File: src/rtl/fpreg_pkg.sv
package fpreg_pkg;

  typedef enum logic {
    PREC_SINGLE = 1'b0,
    PREC_DOUBLE = 1'b1
  } prec_e;

  // A double access must name the even half of a pair.
  function automatic logic pair_illegal(input logic dbl, input logic idx_lsb);
    return (dbl == PREC_DOUBLE) && idx_lsb;
  endfunction

endpackage

File: src/rtl/fpreg_storage.sv
module fpreg_storage
  import fpreg_pkg::*;
#(
  parameter  int NREG = 32,
  parameter  int WORD = 32,
  localparam int IDXW = $clog2(NREG)
) (
  input  logic                 clk,
  input  logic                 rst_n,
  input  logic                 wr_en,
  input  logic [IDXW-1:0]      wr_idx,
  input  logic                 wr_dbl,
  input  logic [2*WORD-1:0]    wr_data,
  output logic [NREG*WORD-1:0] regs_flat
);

  logic legal_wr;
  assign legal_wr = wr_en && !pair_illegal(wr_dbl, wr_idx[0]);

  for (genvar k = 0; k < NREG; k++) begin : g_reg
    logic            hit_single;
    logic            hit_double;
    logic            ld_en;
    logic [WORD-1:0] half_data;
    logic [WORD-1:0] word_d;
    logic [WORD-1:0] word_q;

    assign hit_single = legal_wr && (wr_dbl == PREC_SINGLE) && (wr_idx == IDXW'(k));
    assign hit_double = legal_wr && (wr_dbl == PREC_DOUBLE) &&
                        (wr_idx[IDXW-1:1] == (IDXW-1)'(k / 2));
    assign ld_en      = hit_single || hit_double;

    // Even register of a pair holds the upper half of a double value.
    if ((k % 2) == 0) begin : g_even
      assign half_data = wr_data[2*WORD-1:WORD];
    end else begin : g_odd
      assign half_data = wr_data[WORD-1:0];
    end

    always_comb begin
      word_d = word_q;
      if (hit_single) begin
        word_d = wr_data[WORD-1:0];
      end else if (hit_double) begin
        word_d = half_data;
      end
    end

    always_ff @(posedge clk or negedge rst_n) begin
      if (!rst_n) begin
        word_q <= '0;
      end else if (ld_en) begin
        word_q <= word_d;
      end
    end

    assign regs_flat[k*WORD +: WORD] = word_q;
  end

endmodule

File: src/rtl/fpreg_read_port.sv
module fpreg_read_port
  import fpreg_pkg::*;
#(
  parameter  int NREG = 32,
  parameter  int WORD = 32,
  localparam int IDXW = $clog2(NREG)
) (
  input  logic [NREG*WORD-1:0] regs_flat,
  input  logic [IDXW-1:0]      idx,
  input  logic                 dbl,
  output logic [2*WORD-1:0]    data,
  output logic                 bad
);

  logic [WORD-1:0] words [NREG];

  for (genvar k = 0; k < NREG; k++) begin : g_unpack
    assign words[k] = regs_flat[k*WORD +: WORD];
  end

  logic [IDXW-1:0] even_idx;
  logic [IDXW-1:0] odd_idx;
  assign even_idx = {idx[IDXW-1:1], 1'b0};
  assign odd_idx  = {idx[IDXW-1:1], 1'b1};

  always_comb begin
    bad  = pair_illegal(dbl, idx[0]);
    data = '0;
    if (dbl == PREC_SINGLE) begin
      data[WORD-1:0] = words[idx];
    end else if (!bad) begin
      data = {words[even_idx], words[odd_idx]};
    end
  end

endmodule

File: src/rtl/fpreg_cond_flag.sv
module fpreg_cond_flag (
  input  logic clk,
  input  logic rst_n,
  input  logic cmp_valid,
  input  logic cmp_result,
  output logic flag
);

  logic flag_d;
  logic flag_q;

  always_comb begin
    flag_d = flag_q;
    if (cmp_valid) begin
      flag_d = cmp_result;
    end
  end

  always_ff @(posedge clk or negedge rst_n) begin
    if (!rst_n) begin
      flag_q <= 1'b0;
    end else if (cmp_valid) begin
      flag_q <= flag_d;
    end
  end

  assign flag = flag_q;

endmodule

File: src/rtl/fpreg_alias_file.sv
module fpreg_alias_file
  import fpreg_pkg::*;
#(
  parameter  int NREG = 32,
  parameter  int WORD = 32,
  localparam int IDXW = $clog2(NREG)
) (
  input  logic              clk,
  input  logic              rst_n,
  input  logic [IDXW-1:0]   rd_a_idx,
  input  logic              rd_a_dbl,
  output logic [2*WORD-1:0] rd_a_data,
  output logic              rd_a_bad,
  input  logic [IDXW-1:0]   rd_b_idx,
  input  logic              rd_b_dbl,
  output logic [2*WORD-1:0] rd_b_data,
  output logic              rd_b_bad,
  input  logic              wr_en,
  input  logic [IDXW-1:0]   wr_idx,
  input  logic              wr_dbl,
  input  logic [2*WORD-1:0] wr_data,
  output logic              wr_bad,
  input  logic              cmp_valid,
  input  logic              cmp_result,
  output logic              cond_flag
);

  logic [NREG*WORD-1:0] regs_flat;

  fpreg_storage #(.NREG(NREG), .WORD(WORD)) u_storage (
    .clk       (clk),
    .rst_n     (rst_n),
    .wr_en     (wr_en),
    .wr_idx    (wr_idx),
    .wr_dbl    (wr_dbl),
    .wr_data   (wr_data),
    .regs_flat (regs_flat)
  );

  fpreg_read_port #(.NREG(NREG), .WORD(WORD)) u_rd_a (
    .regs_flat (regs_flat),
    .idx       (rd_a_idx),
    .dbl       (rd_a_dbl),
    .data      (rd_a_data),
    .bad       (rd_a_bad)
  );

  fpreg_read_port #(.NREG(NREG), .WORD(WORD)) u_rd_b (
    .regs_flat (regs_flat),
    .idx       (rd_b_idx),
    .dbl       (rd_b_dbl),
    .data      (rd_b_data),
    .bad       (rd_b_bad)
  );

  assign wr_bad = wr_en && pair_illegal(wr_dbl, wr_idx[0]);

  fpreg_cond_flag u_flag (
    .clk        (clk),
    .rst_n      (rst_n),
    .cmp_valid  (cmp_valid),
    .cmp_result (cmp_result),
    .flag       (cond_flag)
  );

endmodule

File: config.mk
export PLATFORM = sky130hd
export DESIGN_NAME = fpreg_alias_file
export DESIGN_NICKNAME = d
export VERILOG_FILES = /design/src/rtl/fpreg_pkg.sv /design/src/rtl/fpreg_storage.sv /design/src/rtl/fpreg_read_port.sv /design/src/rtl/fpreg_cond_flag.sv /design/src/rtl/fpreg_alias_file.sv
export SDC_FILE = /design/constraint.sdc
export NUM_CORES = 2
export LEC_CHECK = 0
export BUFFER_PORTS_ARGS = -buffer_cell sky130_fd_sc_hd__buf_2
export CORE_AREA = 2 2 375 377
export CTS_CLUSTER_SIZE = 16
export DETAILED_ROUTE_END_ITERATION = 12
export DIE_AREA = 0 0 377 379
export PLACE_DENSITY = 0.76
export SLEW_MARGIN = 20
export SYNTH_ARGS = -nofsm -noshare
export SYNTH_HDL_FRONTEND = slang
export SYNTH_SLANG_ARGS = --single-unit
File: constraint.sdc
create_clock -name clk -period 4.52 [get_ports clk]
set_clock_uncertainty 0.1 [all_clocks]
set_input_delay 0 -clock clk [delete_from_list [all_inputs] [get_ports clk]]
set_output_delay 0 -clock clk [all_outputs]
set_load 0.03 [all_outputs]
# [After elaboration in Yosys (flattened, before gate mapping)]
# Cells that the tools add are included.
# Widths: inputs -> output; s select.
[totals] regBits=1025 input_bits=87 output_inout_bits=132 word_cells=334
[classes] magnitude_cmp=6 n_eq_ne=46 n_mux=88 bitwise_logic=7 n_reduce_logical=154
[op_table] operator="$mux 32" count=80
[op_table] operator="$bmux 32 s5" count=6
[op_table] operator="$mux 64" count=2
[op_table] operator="$eq 5x5->1 const B" count=16
[op_table] operator="$reduce_and 2->1" count=32
[op_table] operator="$reduce_bool 2->1" count=32
[op_table] operator="$logic_and 1x1->1" count=55
[op_table] operator="$eq 5x4->1 const B" count=8
[op_table] operator="$ge 6x6->1 const B" count=6
[op_table] operator="$not 5->6" count=6
[op_table] operator="$eq 4x4->1 const B" count=8
[op_table] operator="$logic_or 1x1->1" count=32
[op_table] operator="$eq 5x3->1 const B" count=4
[op_table] operator="$eq 4x3->1 const B" count=4
[op_table] operator="$eq 5x2->1 const B" count=2
[op_table] operator="$eq 4x2->1 const B" count=2
[op_table] operator="$eq 5x1->1 const B" count=1
[op_table] operator="$logic_not 5->1" count=1
[op_table] operator="$eq 4x1->1 const B" count=1
[op_table] operator="$logic_not 4->1" count=1
[op_table] operator="$logic_not 1->1" count=1
[op_table] operator="$not 1->1" count=1

# [Logic depth before layout (Yosys ltp)]
[logic_depth] word_depth=7 mapped_depth=11 depth_no_buf=5

# [Hierarchy]
# Synthesis repeated with hierarchy kept, for this count alone.
[hier_totals] hier_cells=4863 hier_area_um2=69341.5
[by_module_without_submodules] mod="fpreg_storage" instances=1 cells_each=3064 area_each_um2=42379.4 seq_area_each_um2=25624.6
[by_module_without_submodules] mod="fpreg_read_port" instances=2 cells_each=898 area_each_um2=13457.9 seq_area_each_um2=0.0
[by_module_without_submodules] mod="fpreg_cond_flag" instances=1 cells_each=2 area_each_um2=40.0 seq_area_each_um2=25.0
[by_module_without_submodules] mod="fpreg_alias_file" instances=1 cells_each=1 area_each_um2=6.3 seq_area_each_um2=0.0

# [Least setup slack after synthesis]
# Ideal clock, no wire load.
[synth_path] path_type="input-to-output" start="in rd_b_idx[0]" end="out rd_b_data[12]" t_arrival_ns=2.348 required_time_ns=4.420 setup_slack_ns=2.072 cell_stages=9 n_path_buf=7 cell_sequence="buf_2 > buf_2 > buf_4 > buf_4 > buf_4 > buf_2 > buf_2 > a211oi_1 > o41ai_1"
[synth_between] elab_chain_len=5 elab_cells_between_ends=7 classes_between="mux: 5; bitwise: 1; reduce/logical: 1"
[synth_lines] item="from (decl)" line="fpreg_alias_file.sv:14" source="input logic [IDXW-1:0] rd_b_idx,"
[synth_lines] item="$not 5->6 (not written as such)" line="fpreg_read_port.sv:30" source="data[WORD-1:0] = words[idx];"
[synth_lines] item="$bmux 32 s5" line="fpreg_read_port.sv:30"
[synth_lines] item="$mux 32 (not written as such) (2 in a row)" line="fpreg_read_port.sv:30"
[synth_lines] item="$mux 32 *" line="fpreg_read_port.sv:29" source="if (dbl == PREC_SINGLE) begin"
[synth_lines] item="to (decl)" line="fpreg_alias_file.sv:16" source="output logic [2*WORD-1:0] rd_b_data,"
# Every way passes the cells marked *; elsewhere a longest branch is shown, timed or not. The select of a mux whose other input is x is not followed.

# [Final worst setup path]
[layout_path] start="in wr_idx[1]" end="reg u_storage.g_reg[12].word_q[18]"
[layout_between] elab_chain_len=4 elab_cells_between_ends=8 classes_between="eq/ne: 2; mux: 1; reduce/logical: 5"
[layout_lines] item="from (decl)" line="fpreg_alias_file.sv:19" source="input logic [IDXW-1:0] wr_idx,"
[layout_lines] item="$eq 5x4->1 / $eq 4x3->1 (equally long branches)" line="fpreg_storage.sv:28, fpreg_storage.sv:30"
[layout_lines] item="$logic_and 1x1->1, on equally long branches" line="fpreg_storage.sv:28, fpreg_storage.sv:29"
[layout_lines] item="$reduce_bool 2->1 (no source line) / $logic_or 1x1->1 (equally long branches)"
[layout_lines] item="$reduce_and 2->1 (no source line)"
[layout_lines] item="to (signal assigned)" line="fpreg_storage.sv:53" source="word_q <= word_d;"
[layout_lines] item="to (decl)" line="fpreg_storage.sv:26" source="logic [WORD-1:0] word_q;"
# Parallel ways exist; a longest one is shown, timed or not.
# A chain may end at the register's enable or synchronous reset.

==> results.md <==
- Layout net count: 5440
- CTS H-tree depth: 3
- Layout cell share with drive strength beyond 1: 36.9%
- Area occupied by multi-input gates: 40800 um2
- Gr usage total: 36.3%
- RSZ-0062 raised after global routing: no
- Post-CTS Hold Buffers: 109
- Syn_area_per_cell: 12.8 um2
- Fin crit period: 3360 ps
- Final WL: 259000 um
- Synth top area cells: dfrtp_1, mux4_2, mux2i_1
- Crit. End Element: flip-flop
- Yosys cell types: 51
- Final HPWL DP: 152000 um
- Die area: 143000 um2
- CORE AREA: 139000 um2
- Post-CTS setup buffer count: 0
- Vias: 54.6k
- Worst Hold Slack: 52.9 ps
- Internal: 22.8 mW
- Synth warn: 0
- CTS tree: built
- CP Class: in -> reg
- Setup TNS: 0 ps
- CP Data Required Time: 5060 ps
- Synth top cells by count: dfrtp_1, mux4_2, mux2i_1
- Port bufs: 218
- Total global routing overflow: 0
- Clk sinks: 1025
- Worst hold path type: in -> reg
- Number of DRC markers in iteration 0: 8545
- Die Height: 379 um
- Antenna viol nets, final: 0
- Reg area: 25600 um2
- P&R area growth vs syn: 11.3%
- First-pass detailed-route iteration total: 9
- Fmax: 298 MHz
- First-pass GRT wire length: 375000 um
- Async SR Flop Fraction: 100%
- PD cells: 440 nW/um2
- CTS-repair resized insts: 0
- Sequential area share after synthesis: 37.3%
- EDFF count, synth: 0
- CP Buf/Inv Count: 5
- Top FF cell, synth: dfrtp_1
- Worst-Margin Slew: 1320 ps
- Clock tree buffer depth: 3
- Yosys reg bits: 1025
- Worst slew margin: 12.0%
- Fillers: 11.0k
- Cell row count: 137
- CP Max Fanout: 26
- # Max-Cap Violations: 0
- Clock share of power: 28.8%
- Vias per cell: 7.52
- Mapped Cells: 5365
- Final period util: 74.2%
- Largest stage delay, worst path: 820 ps
- Num CTS Buffers: 108
- Synthesized area: 68800 um2
- Largest delay contributor family on the critical path: buffers and inverters
- Count leader, synth: dfrtp_1
- Die Wd: 377 um
- # IOs: 219
- Gate power share: 30.2%
- Final hold vios: 0
- Peak supply drop: 0.375 mV
- CP Data Arrival Time: 3900 ps
- Status: finished clean
- Vias in the first global route: 53.8k
- Crit-path cells: dlygate4sd3_1, buf_2, nand2b_1, nor4_2, dlygate4sd3_1, nand2_4, buf_4, nor2_1, a21oi_1, dlygate4sd3_1
- CP Launch Type: input port
- P_leak: 32.6 nW
- Sw frac: 32.3%
- Crit-path most repeated cell: dlygate4sd3_1
- Placer congestion estimate: 0.945
- Syn_nets: 5452
- Clk pin slew, worst setup/hold paths: 70 ps
- Initial Util: 49.6%
- Setup violators final: 0
- Slowest stage cell, crit path: dlygate4sd3_1
- Routed len/inst: 35.7 um
- Yosys top cell area share: 37.3%
- DRC viols: 0
- Max Slew Vio Count: 0
- Biggest area consumer among synthesized cells: dfrtp_1
- Initial antenna violation count: 13
- Clk Latency, worst-skew pair: 750 ps
- Total net switching power: 10.9 mW
- Root Buffer: clkbuf_16
- Largest net degree at the start of global routing: 114
- Flop pwr share: 41.0%
==> cell families (layout without fill, tap and decap cells) <==
kind of cell,Yosys count,in the layout,share of synthesized area (%)
AND/OR/NAND/NOR,870,870,5.51
buffers and inverters,624,705,4.04
AO/OA/AOI/OAI,833,833,6.97
other,0,6,0
multiplexers,2013,2013,46.2
flip-flops,1025,1025,37.3
==> worst register-to-register path: stages (launching register included) <==
cell and delay (ps):
dfrtp_1 410, mux2i_1 160, a21oi_1 100, dlygate4sd3_1 620
==> sequential cells by signal, indices dropped and copies added, names as in the netlist <==
signal / flops
u_flag.flag: 1
u_storage.g.word_q: 1024
==> stage by stage <==
step | cell area [um2] | total power [mW] | util, % | setup slack (ps) | instances
floorplan | 68800 | 20.5 | - | 2070 | 5365
global placement | 71500 | 23.0 | 51.5 | 1380 | 6937
detailed placement | 71600 | 23.5 | 51.5 | 1280 | 6938
CTS | 76500 | 33.3 | 55.1 | 1310 | 7250
global route | 76600 | 34.8 | 55.2 | 1160 | 7254
finish | 76600 | 33.7 | 55.2 | 1160 | 7259
==> layout make-up <==
type	instances	area share, %
Sequential cell	1025	33.5
Antenna cell	6	0.0196
Inverter	9	0.0474
Multi-Input combinational cell	3716	53.3
Clock buffer	151	4.11
Timing Repair Buffer	493	5.18
Tap cell	1807	2.95
Clock inverter	52	0.871
==> power groups by stage <==
stage / Sequential [mW] / Clock, mW / Combinational (mW)
2_1_floorplan: 12.9 / 0 / 7.63
3_3_place_gp: 13.5 / 0 / 9.48
3_5_place_dp: 13.8 / 0 / 9.77
4_1_cts: 13.6 / 9.72 / 10.0
5_1_grt: 14.0 / 10.1 / 10.7
6_report: 13.8 / 9.71 / 10.2
==> routing by layer <==
metal / GRT usage, % / vias up / part of all wire (%)
met3: 15.3 / 1254 / 16
met5: 0.137 / - / 0.029
met2: 50.6 / 4990 / 42
met4: 26.3 / 16 / 8.8
met1: 45.1 / 27600 / 33
li1: - / 20800 / -
==> final timing paths <==
kind                                                    from                             end  slack [ps]  cells after the start
max in group asynchronous                              rst_n   u_storage.g_reg[18].word_q[6]        2720                      4
worst min register to register  u_storage.g_reg[1].word_q[2]    u_storage.g_reg[1].word_q[2]         420                      1
worst min-delay path                                  wr_dbl   u_storage.g_reg[17].word_q[0]          50                      5
worst max-delay path                               wr_idx[1]  u_storage.g_reg[12].word_q[18]        1160                     10
worst max register to register  u_storage.g_reg[4].word_q[6]    u_storage.g_reg[4].word_q[6]        3020                      3
min in group asynchronous                              rst_n    u_storage.g_reg[5].word_q[0]         450                      3
==> placed cells by master, fill, tap and decap left out, types with 10 or more instances in the layout <==
| cell type | count |
|---|---|
| dfrtp_1 | 1025 |
| mux4_2 | 879 |
| mux2i_1 | 602 |
| nor2_1 | 576 |
| a21oi_1 | 532 |
| mux2_2 | 496 |
| buf_2 | 207 |
| buf_4 | 131 |
| clkbuf_16 | 112 |
| dlygate4sd3_1 | 108 |
| o22ai_1 | 82 |
| nor2b_1 | 81 |
| nand2_1 | 71 |
| a211oi_1 | 60 |
| o21ai_0 | 42 |
| mux2_1 | 36 |
| buf_12 | 32 |
| nand2b_1 | 29 |
| and2_1 | 25 |
| clkbuf_8 | 23 |
| clkinv_2 | 20 |
| clkbuf_1 | 19 |
| o41ai_1 | 17 |
| o211ai_1 | 14 |
| nand2_4 | 13 |
| bufinv_16 | 13 |
| a32o_1 | 12 |
| a22o_1 | 11 |
| or2_2 | 11 |
| nand3_1 | 10 |
| a22oi_1 | 10 |
No activity file was read; power rests on OpenSTA's default activity.
